[src/rtl/dma_err_pkg.sv]
`timescale 1ns/1ps
package dma_err_pkg;

  typedef enum logic [1:0] {
    SEL_STATUS = 2'd0,
    SEL_ENABLE = 2'd1,
    SEL_CLRONE = 2'd2,
    SEL_RSVD   = 2'd3
  } reg_sel_e;

  // Modifier bit positions inside the single-channel clear write
  localparam int CLR_ALL_POS  = 6;
  localparam int CLR_SKIP_POS = 7;

endpackage

[src/rtl/err_clr_decode.sv]
`timescale 1ns/1ps
module err_clr_decode
  import dma_err_pkg::*;
#(
  parameter int NUM_CH = 16,
  parameter int DATA_W = 16
) (
  input  logic              wr,
  input  logic [1:0]        sel,
  input  logic [DATA_W-1:0] wdata,
  output logic [NUM_CH-1:0] clr_mask,
  output logic              en_we,
  output logic [NUM_CH-1:0] en_wdata
);

  localparam int IDX_W = (NUM_CH > 1) ? $clog2(NUM_CH) : 1;

  logic [NUM_CH-1:0] idx_hit;

  // One comparator per channel for the indexed clear
  for (genvar i = 0; i < NUM_CH; i++) begin : g_idx
    assign idx_hit[i] = (wdata[IDX_W-1:0] == IDX_W'(i));
  end

  assign en_wdata = wdata[NUM_CH-1:0];

  always_comb begin
    clr_mask = '0;
    en_we    = 1'b0;
    if (wr) begin
      case (sel)
        SEL_STATUS: clr_mask = wdata[NUM_CH-1:0];
        SEL_ENABLE: en_we    = 1'b1;
        SEL_CLRONE: begin
          if (!wdata[CLR_SKIP_POS]) begin
            if (wdata[CLR_ALL_POS]) clr_mask = '1;
            else                    clr_mask = idx_hit;
          end
        end
        default: ;
      endcase
    end
  end

  // a skip write never produces a clear
  always_comb begin
    if (wr && (sel == SEL_CLRONE) && wdata[CLR_SKIP_POS])
      p_skip_no_clear_r6: assert (clr_mask == '0);
  end

endmodule

[src/rtl/err_flag_cell.sv]
`timescale 1ns/1ps
module err_flag_cell (
  input  logic clk,
  input  logic rst_n,
  input  logic set,
  input  logic clr,
  output logic flag
);

  logic flag_d;

  // Next state: a new error outranks a clear in the same cycle
  always_comb begin
    flag_d = set | (flag & ~clr);
  end

  always_ff @(posedge clk or negedge rst_n) begin
    if (!rst_n) flag <= 1'b0;
    else        flag <= flag_d;
  end

  p_set_wins_r7: assert property (@(posedge clk) disable iff (!rst_n)
    set |=> flag);

  p_clear_r3: assert property (@(posedge clk) disable iff (!rst_n)
    (clr && !set) |=> !flag);

  p_hold_r1: assert property (@(posedge clk) disable iff (!rst_n)
    (!clr && !set) |=> (flag == $past(flag)));

endmodule

[src/rtl/err_irq_gate.sv]
`timescale 1ns/1ps
module err_irq_gate #(
  parameter int NUM_CH = 16
) (
  input  logic              clk,
  input  logic              rst_n,
  input  logic [NUM_CH-1:0] flags,
  input  logic              en_we,
  input  logic [NUM_CH-1:0] en_wdata,
  output logic [NUM_CH-1:0] en_q,
  output logic [NUM_CH-1:0] irq,
  output logic              any_q
);

  logic [NUM_CH-1:0] en_d;
  logic              any_d;

  always_comb begin
    en_d  = en_we ? en_wdata : en_q;
    irq   = flags & en_q;
    any_d = |irq;
  end

  always_ff @(posedge clk or negedge rst_n) begin
    if (!rst_n) begin
      en_q  <= '0;
      any_q <= 1'b0;
    end else begin
      en_q  <= en_d;
      any_q <= any_d;
    end
  end

  p_en_load_r8: assert property (@(posedge clk) disable iff (!rst_n)
    en_we |=> (en_q == $past(en_wdata)));

  p_en_hold_r8: assert property (@(posedge clk) disable iff (!rst_n)
    !en_we |=> $stable(en_q));

endmodule

[src/rtl/dma_err_bank.sv]
`timescale 1ns/1ps
module dma_err_bank
  import dma_err_pkg::*;
#(
  parameter int NUM_CH = 16,
  parameter int DATA_W = 16
) (
  input  logic              clk,
  input  logic              rst_n,
  input  logic [NUM_CH-1:0] err_pulse,
  input  logic [NUM_CH-1:0] done_in,
  output logic [NUM_CH-1:0] done_out,
  input  logic              bus_wr,
  input  logic [1:0]        bus_sel,
  input  logic [DATA_W-1:0] bus_wdata,
  output logic [DATA_W-1:0] bus_rdata,
  output logic [NUM_CH-1:0] err_irq,
  output logic              err_any
);

  logic [NUM_CH-1:0] clr_mask;
  logic              en_we;
  logic [NUM_CH-1:0] en_wdata;
  logic [NUM_CH-1:0] flags;
  logic [NUM_CH-1:0] en_q;

  err_clr_decode #(.NUM_CH(NUM_CH), .DATA_W(DATA_W)) u_dec (
    .wr       (bus_wr),
    .sel      (bus_sel),
    .wdata    (bus_wdata),
    .clr_mask (clr_mask),
    .en_we    (en_we),
    .en_wdata (en_wdata)
  );

  for (genvar c = 0; c < NUM_CH; c++) begin : g_ch
    err_flag_cell u_cell (
      .clk   (clk),
      .rst_n (rst_n),
      .set   (err_pulse[c]),
      .clr   (clr_mask[c]),
      .flag  (flags[c])
    );
  end

  err_irq_gate #(.NUM_CH(NUM_CH)) u_gate (
    .clk      (clk),
    .rst_n    (rst_n),
    .flags    (flags),
    .en_we    (en_we),
    .en_wdata (en_wdata),
    .en_q     (en_q),
    .irq      (err_irq),
    .any_q    (err_any)
  );

  // Completion indications are not touched by error state
  assign done_out = done_in;

  always_comb begin
    bus_rdata = '0;
    case (bus_sel)
      SEL_STATUS: bus_rdata = DATA_W'(flags);
      SEL_ENABLE: bus_rdata = DATA_W'(en_q);
      default:    bus_rdata = '0;
    endcase
  end

  // no interrupt without its flag
  always_comb begin
    p_irq_needs_flag_r8: assert ((err_irq & ~flags) == '0);
  end

  p_any_rise_r9: assert property (@(posedge clk) disable iff (!rst_n)
    $rose(err_any) |-> $past(|err_irq));

  p_skip_stable_r6: assert property (@(posedge clk) disable iff (!rst_n)
    (bus_wr && bus_sel == SEL_CLRONE && bus_wdata[CLR_SKIP_POS] && err_pulse == '0)
      |=> (flags == $past(flags)));

  p_rsvd_ignored_r12: assert property (@(posedge clk) disable iff (!rst_n)
    (bus_wr && bus_sel == SEL_RSVD && err_pulse == '0)
      |=> ($stable(flags) && $stable(en_q)));

endmodule

[config.mk]
export PLATFORM = sky130hd
export DESIGN_NAME = dma_err_bank
export DESIGN_NICKNAME = d
export VERILOG_FILES = /design/src/rtl/dma_err_pkg.sv /design/src/rtl/err_clr_decode.sv /design/src/rtl/err_flag_cell.sv /design/src/rtl/err_irq_gate.sv /design/src/rtl/dma_err_bank.sv
export SDC_FILE = /design/constraint.sdc
export NUM_CORES = 1
export LEC_CHECK = 0
export BUFFER_PORTS_ARGS = -buffer_cell sky130_fd_sc_hd__buf_2
export CAP_MARGIN = 30
export CORE_MARGIN = 10
export CORE_UTILIZATION = 47
export CTS_CLUSTER_DIAMETER = 120
export DETAILED_ROUTE_END_ITERATION = 8
export GPL_TIMING_DRIVEN = 0
export PLACE_DENSITY_LB_ADDON = 0.15
export SYNTH_ARGS = -nofsm -noshare
export SYNTH_HDL_FRONTEND = slang
export SYNTH_HIERARCHICAL = 1
export SYNTH_SLANG_ARGS = --single-unit
[constraint.sdc]
create_clock -name clk -period 1.8 [get_ports clk]
set_input_delay 0.27 -clock clk [delete_from_list [all_inputs] [get_ports clk]]
set_output_delay 0.27 -clock clk [all_outputs]
set_load 0.005 [all_outputs]
# After elaboration in Yosys (flattened, before gate mapping)
# Index checks and enable logic that the tools add are counted.
dict set report op_classes {
  n_eq_ne 17
  n_mux 7
  bitwise_logic 49
  n_reduce_logical 3
}
# op n
set op_table {}
lappend op_table {{$pmux W16 S2} 2}
lappend op_table {{$mux W16} 3}
lappend op_table {{$eq A4 B4 Y1 const B} 8}
lappend op_table {{$and A1 B1 Y1} 16}
lappend op_table {{$and A16 B16 Y16} 1}
lappend op_table {{$eq A4 B3 Y1 const B} 4}
lappend op_table {{$not A1 Y1} 16}
lappend op_table {{$or A1 B1 Y1} 16}
lappend op_table {{$reduce_or A16 Y1} 1}
lappend op_table {{$eq A4 B2 Y1 const B} 2}
lappend op_table {{$eq A4 B1 Y1 const B} 1}
lappend op_table {{$logic_not A4 Y1} 1}
lappend op_table {{$eq A2 B1 Y1 const B} 1}
lappend op_table {{$eq A2 B2 Y1 const B} 1}
lappend op_table {{$logic_not A2 Y1} 1}
lappend op_table {{$mux W1} 2}
dict set report totals {
  ff_bits 33
  input_bits 53
  output_inout_bits 49
  word_cells 94
}

# Logic depth before layout (Yosys ltp)
# Gate-level depths: netlist of the first run.
dict set report depth {
  depth_word 8
  depth_mapped 7
  depth_no_buf 5
}

# Cells and area by module
# The synthesis of the first run kept the hierarchy.
# mod n_inst cells_per_inst area_per_inst_um2 seq_area_each_um2
set by_module_without_submodules {}
lappend by_module_without_submodules {err_irq_gate 1 56 753.2 425.4}
lappend by_module_without_submodules {err_flag_cell 16 3 36.3 25.0}
lappend by_module_without_submodules {err_clr_decode 1 64 474.2 0.0}
lappend by_module_without_submodules {dma_err_bank 1 52 380.4 0.0}

# Worst setup path after synthesis of the first run
# No wires, ideal clock.
dict set report synth_timing {
  path_kind {reg2reg}
  startpoint {reg g_ch[7].u_cell.flag}
  endpoint {reg u_gate.any_q}
  setup_time_ps 139
  arrival_time_ps 1517
  t_required_ps 1661
  setup_slack_ps 144
  stages_incl_launch_ff 4
  n_path_buf 0
  period_less_slack_ps 1656
  cell_sequence {dfrtp_1 > and2_4 > or4_1 > or4_1}
}
dict set report synth_via {
  elab_chain_cells 2
}
# element line
set synth_rtl {}
lappend synth_rtl {{from (decl)} err_flag_cell.sv:7} ;# output logic flag
lappend synth_rtl {{from (signal assigned)} err_flag_cell.sv:19} ;# else flag <= flag_d;
lappend synth_rtl {{$and A16 B16 Y16} err_irq_gate.sv:20} ;# irq = flags & en_q;
lappend synth_rtl {{via err_irq[7]} dma_err_bank.sv:17} ;# output logic [NUM_CH-1:0] err_irq,
lappend synth_rtl {{$reduce_or A16 Y1} err_irq_gate.sv:21} ;# any_d = |irq;
lappend synth_rtl {{via u_gate.any_d} err_irq_gate.sv:16} ;# logic any_d;
lappend synth_rtl {{to (signal assigned)} err_irq_gate.sv:30} ;# any_q <= any_d;
lappend synth_rtl {{to (decl)} err_irq_gate.sv:12} ;# output logic any_q
# The timed path passes the listed nets, and every way through them passes these cells.
# A chain may end at the register's enable or synchronous reset.

# Worst setup path in the final report of the first run
dict set report layout_timing {
  startpoint {reg g_ch[10].u_cell.flag}
  endpoint {reg u_gate.any_q}
}
dict set report layout_via {
  elab_chain_cells 2
}
# element line
set layout_rtl {}
lappend layout_rtl {{from (decl)} err_flag_cell.sv:7}
lappend layout_rtl {{from (signal assigned)} err_flag_cell.sv:19}
lappend layout_rtl {{$and A16 B16 Y16} err_irq_gate.sv:20}
lappend layout_rtl {{$reduce_or A16 Y1} err_irq_gate.sv:21}
lappend layout_rtl {{via u_gate.any_d} err_irq_gate.sv:16}
# The timed path passes the listed nets, and every way through them passes these cells.

==> results of run 1 <==
[critical path: cells and delay by family (launching register included)]
| family | cells | cell delay (ns) |
|---|---|---|
| and+or+nand+nor | 3 | 1.23 |
| DFF | 1 | 0.39 |
[Yosys cell counts]
master / count / area, µm²
and2_1: 15 / 93.8
nor2_1: 19 / 71.3
buf_2: 1 / 5.00
and3b_2: 1 / 10.0
o2bb2ai_2: 2 / 30.0
a31oi_1: 7 / 43.8
nand2b_4: 1 / 13.8
or3b_1: 1 / 8.76
and2_4: 1 / 8.76
buf_12: 1 / 20.0
buf_8: 1 / 15.0
o2bb2ai_1: 13 / 114
a21oi_1: 8 / 40.0
a21o_1: 16 / 120
or4_1: 5 / 37.5
a41oi_1: 1 / 8.76
a211oi_1: 1 / 7.51
nor2b_1: 4 / 25.0
mux2i_1: 16 / 160
buf_1: 2 / 7.51
inv_1: 16 / 60.1
clkbuf_1: 5 / 18.8
buf_4: 32 / 240
mux2_2: 16 / 180
buf_6: 2 / 22.5
dfrtp_1: 33 / 826
[placed cells by master, fill, tap and decap left out, drive strengths merged]
master / instances
buf: 121
clkbuf: 13
a211oi: 1
a31oi: 7
or3b: 1
nand2b: 1
nor2b: 4
mux2i: 16
nor2: 19
a21o: 16
and3b: 1
o2bb2ai: 15
a41oi: 1
mux2: 16
or4: 5
a21oi: 8
inv: 16
and2: 16
dfrtp: 33
[power by group through the flow]
stage          combinational [mW]  sequential, mW  clock (mW)
3_5_place_dp                0.599           0.904           0
2_1_floorplan               0.351           0.883           0
3_3_place_gp                0.591           0.898           0
4_1_cts                     0.601           0.891       0.564
6_report                    0.602           0.890       0.545
5_1_grt                     0.670           0.904       0.596
[cell type report]
cell class	count	share of cell area, %
Inverter	16	2.17
Multi-Input combinational cell	127	35.6
Clock buffer	7	3.12
Buffer	44	11.9
Sequential cell	33	29.8
Tap cell	52	2.35
Timing Repair Buffer	83	15.0
[worst paths after layout]
check,from,endpoint,slack (ns),cells past startpoint
max in group asynchronous,rst_n,g_ch[13].u_cell/flag$_DFF_PN0_,1.27,1
setup reg to reg,g_ch[10].u_cell/flag$_DFF_PN0_,u_gate/any_q$_DFF_PN0_,0.04,3
hold reg to reg,g_ch[1].u_cell/flag$_DFF_PN0_,g_ch[1].u_cell/flag$_DFF_PN0_,0.49,1
setup / recovery,g_ch[10].u_cell/flag$_DFF_PN0_,u_gate/any_q$_DFF_PN0_,0.04,3
min in group clk,err_pulse[11],g_ch[11].u_cell/flag$_DFF_PN0_,0.17,2
hold / removal,rst_n,g_ch[3].u_cell/flag$_DFF_PN0_,0.06,1
[flip-flops by register name (all words and copies together), names as in the netlist]
name	flops
u_gate/any_q	1
g_ch.u_cell/flag	16
u_gate/en_q	16
[through the flow]
stage / power (mW) / util (%) / instances / hold slack (ns) / worst slack, ns
2_1_floorplan: 1.23 / - / 220 / -0.0256 / 0.144
3_3_place_gp: 1.49 / 60.1 / 355 / 0.378 / -0.199
3_5_place_dp: 1.50 / 60.1 / 355 / 0.377 / -0.200
4_1_cts: 2.06 / 62.0 / 362 / 0.0808 / 0.0156
5_1_grt: 2.17 / 62.3 / 362 / 0.106 / 0.00639
6_report: 2.04 / 62.3 / 362 / 0.0579 / 0.0404
[routing by layer]
| metal | track usage (%) | vias to the layer above | routed length, µm |
|---|---|---|---|
| li1 | - | 909 | - |
| met1 | 18.3 | 831 | 2530 |
| met2 | 23.8 | 69 | 2670 |
| met3 | 5.97 | 2 | 609 |
| met4 | 3.08 | 0 | 24 |
| met5 | 0 | - | 0 |
[logic make-up after synthesis]
group           Yosys count  synth area share (%)
buf+inv                  60                  17.8
compound gates           48                  16.6
simple gates             47                  12.3
mux                      32                  15.6
flops                    33                  37.7
==> results.cfg, run 1 <==
[clock_tree]
cts_tree = done
post-cts-setup-buffers = 0
clk_path_buf_depth = 2
cts_root_buf = clkbuf_8
postCtsHoldBufs = 0
cts_buffers = 5
cts.sinks = 33
clk_pin_slew_ns = 0.06
clk_latency_ns = 0.27
h-tree-depth = 2
cts-resized-gates = 0

[timing]
max_freq_mhz = 568
drv_slew = 0
worst_slew_pin_slew_ns = 0.736
fin_skew_ns = 0.00486
post-route-min-period_ns = 1.76
hold_viol = 0
setup_tns_ns = 0
slew_headroom_pct = 50.9
setup_viol = 0
rsz0062_at_grt = no
post-route-period-util_pct = 97.8

[setup_path]
crit_chain = and2_4 -> or4_4 -> or4_4
path_class = flop to flop
endpoint_kind = flop
crit_path_start_kind = flop
path_max_fanout = 3
slowest_delay_ns = 0.53
worstPathRequired_ns = 1.94
cpMaxStageDelayCell = or4_4
worstPathArrival_ns = 1.90
cpMostUsedCell = or4_4

[floorplanning]
die_h_um = 88.2
io_pins = 102
start_util_pct = 49.2
rows = 24
die_x_um = 88.2
coreArea_um2 = 4440
die-area_um2 = 7790

[synth]
synthesis.area_um2 = 2190
synth-seq-area-share_pct = 37.7
netlist_instances = 220
yosysWarnings = 6
avgSynthCellArea_um2 = 9.95
ys_ff_latch = 33
ys_types = 26
syn_nets = 273

[power_and_ir_drop]
p_int_mw = 1.47
p_leak_nw = 1.32
vdd_ir_drop_max_mv = 0.522
clockPowerShare_pct = 26.8
power_switching_mw = 0.567
seqPwrFrac_pct = 43.7
swShare_pct = 27.8
combPwrFrac_pct = 29.5
powerDensity_nw_per_um2 = 735

[global_routing]
overflow = 0
grt_pass1_vias = 1873
antenna_found_initial = 0
grt_pass1_wl_um = 9180
grt_max_degree = 34
track_usage_pct = 14.8

[drt]
drt-pass1-iter-count = 4
wl_per_cell_um = 16.1
drt_iter0_drc = 103
num_vias = 1811
drtAntennaViolNets = 0
viasPerCell = 5.00
drcViolationCount = 0
drt-total-wl_um = 5830

[min_path]
min_path_type = input port to asynchronous set/reset pin

[layout]
syn2layout_area_growth_pct = 26.6
multi_input_area_um2 = 987
fin_area_um2 = 2770
fin_nets = 363
drive_gt1_share_pct = 49.0
register_area_um2 = 826
n_antenna_cell = 0
nFillCells = 399

[place]
post-dp-hpwl_um = 4670
place_congestion = 0.860
placed_cell_area_um2 = 2670
portBuffers = 83

[run]
drv_cap = 0

[status]
status = completed
Power figures use the tool's default switching activity.
==> run 2, diff against run 1 <==
CORE_UTILIZATION = 44   (was 47)
CTS_BUF_LIST = sky130_fd_sc_hd__clkbuf_8   (was default)
RECOVER_POWER = 50   (was default)
clock period = 1.47 ns   (was 1.8 ns; I/O delays follow)
==> run 2 against run 1 <==
Net effect: the flow now finishes with violations (negative setup slack); via count is 4.2% higher; clock power up 39%; sequential cell count is the same; non-clock buffer count increased by 7.
==> results.cfg, run 2 (same netlist as run 1, synthesis figures left out) <==
[timing]
hold_viol = 0
post-route-period-util_pct = 117
drv_slew = 0
worst_slack_ns = -0.251
setup_tns_ns = -0.251
max_freq_mhz = 581
post-route-min-period_ns = 1.72
slew_headroom_pct = 43.6
rsz0062_at_grt = yes
holdWs_ns = 0.0290
fin_skew_ns = 0.00506
worst_slew_pin_slew_ns = 0.846
setup_viol = 1

[drt]
num_vias = 1887
wl_per_cell_um = 16.0
drtAntennaViolNets = 0
drt-total-wl_um = 6150
drt-pass1-iter-count = 4
viasPerCell = 4.90
drt_iter0_drc = 79
drcViolationCount = 0

[layout]
top_regs = g_ch.u_cell/flag (16), u_gate/en_q (16), u_gate/any_q (1)
layout_common_cells = 70 x buf_2, 36 x buf_4, 33 x dfrtp_1, 18 x nor2_1, 17 x clkbuf_1
n_antenna_cell = 0
final_common_cell = buf_2
final_core_util_pct = 59.6
drive_gt1_share_pct = 47.5
syn2layout_area_growth_pct = 30.3
stdcell_count = 385
fin_nets = 370

[clock_tree]
clk_path_buf_depth = 2
cts_root_buf = clkbuf_8
cts_tree = done
cts.sinks = 33
clk_pin_slew_ns = 0.07
clk_latency_ns = 0.28
postCtsHoldBufs = 0
cts_buffers = 5
h-tree-depth = 2

[floorplanning]
coreArea_um2 = 4790
start_util_pct = 45.7
die_x_um = 90.5
io_pins = 102
rows = 25
die_h_um = 90.5
die-area_um2 = 8190

[global_routing]
track_usage_pct = 14.9
grt_pass1_vias = 2097
overflow = 0
antenna_found_initial = 0
grt_max_degree = 34
grt_pass1_wl_um = 10100

[power_and_ir_drop]
p_leak_nw = 1.33
vdd_ir_drop_max_mv = 0.636
powerDensity_nw_per_um2 = 919

[min_path]
min_path_type = input port to asynchronous set/reset pin

[setup_path]
endpoint = u_gate/any_q$_DFF_PN0_
reg2reg_from = g_ch[2].u_cell/flag$_DFF_PN0_
path_class = flop to flop
crit_buf_inv = 0
path_max_fanout = 2
worstPathArrival_ns = 1.88
reg2reg_depth = 3
r2r_end = u_gate/any_q$_DFF_PN0_
worstPathRequired_ns = 1.63
path_depth = 3
crit_path_start_kind = flop
crit_path_start = g_ch[2].u_cell/flag$_DFF_PN0_
cpMaxStageDelayCell = or4_4
slowest_delay_ns = 0.54
critPathTopFamily = simple AND/OR/NAND/NOR gates
regToRegSetupSlack_ns = -0.25
endpoint_kind = flop
crit_chain = and2_1 -> or4_4 -> or4_1

[place]
portBuffers = 83
post-dp-hpwl_um = 4860
place_congestion = 0.859
dp_cells = 370

[status]
violations = negative setup slack
status = finished with violations

[run]
drv_cap = 0
-- run 2: report_power, final --
part / switching [mW] / total, mW / internal, mW
clock: 0.333 / 0.756 / 0.423
combinational: 0.337 / 0.780 / 0.443
sequential: 0.0707 / 1.09 / 1.01
-- run 2: worst min-delay path by stage --
stage	from	end	slack, ns	cells past startpoint
6_report	rst_n	g_ch[1].u_cell/flag$_DFF_PN0_	0.03	1
3_3_place_gp	rst_n	g_ch[3].u_cell/flag$_DFF_PN0_	0.34	1
3_5_place_dp	rst_n	g_ch[1].u_cell/flag$_DFF_PN0_	0.34	1
5_1_grt	rst_n	g_ch[1].u_cell/flag$_DFF_PN0_	0.10	1
4_1_cts	rst_n	g_ch[1].u_cell/flag$_DFF_PN0_	0.03	1
2_1_floorplan	rst_n	g_ch[0].u_cell/flag$_DFF_PN0_	-0.08	0
-- run 2: what timing repair did --
item / in CTS / in global routing
buffers inserted: 7 / 1
gates resized for setup: 4 / 4
endpoints found under the hold margin: 0 / 0
pin swaps: 0 / 0
setup endpoints to repair: 19 / 12
-- run 2: area by class of cell --
class,instances,area [µm²]
Tap cell,67,83.8
Inverter,16,60.1
Multi-Input combinational cell,127,991
Fill cell,473,1930
Clock inverter,1,5.00
Sequential cell,33,826
Timing Repair Buffer,91,458
Clock buffer,7,96.3
Buffer,43,332
-- run 2: worst register-to-register path, cell delays in order (launching register included) --
cell	delay [ns]
dfrtp_1	0.38
and2_1	0.18
or4_4	0.54
or4_1	0.50
-- run 2: through the flow --
stage | area, µm² | power (mW) | setup slack (ns)
floorplan | 2190 | 1.52 | -0.182
global placement | 2690 | 1.83 | -0.290
detailed placement | 2690 | 1.84 | -0.349
CTS | 2860 | 2.64 | -0.242
global route | 2850 | 2.78 | -0.272
finish | 2850 | 2.62 | -0.251
-- run 2: metal layers --
metal / vias up / part of all wire [%] / track usage, % / wire length, µm
met5: - / 0 / 0 / 0
met4: 0 / 0.91 / 3.18 / 56
met3: 5 / 8.5 / 5.65 / 521
met2: 65 / 50 / 26.9 / 3080
met1: 895 / 41 / 16.0 / 2490
li1: 922 / - / - / -
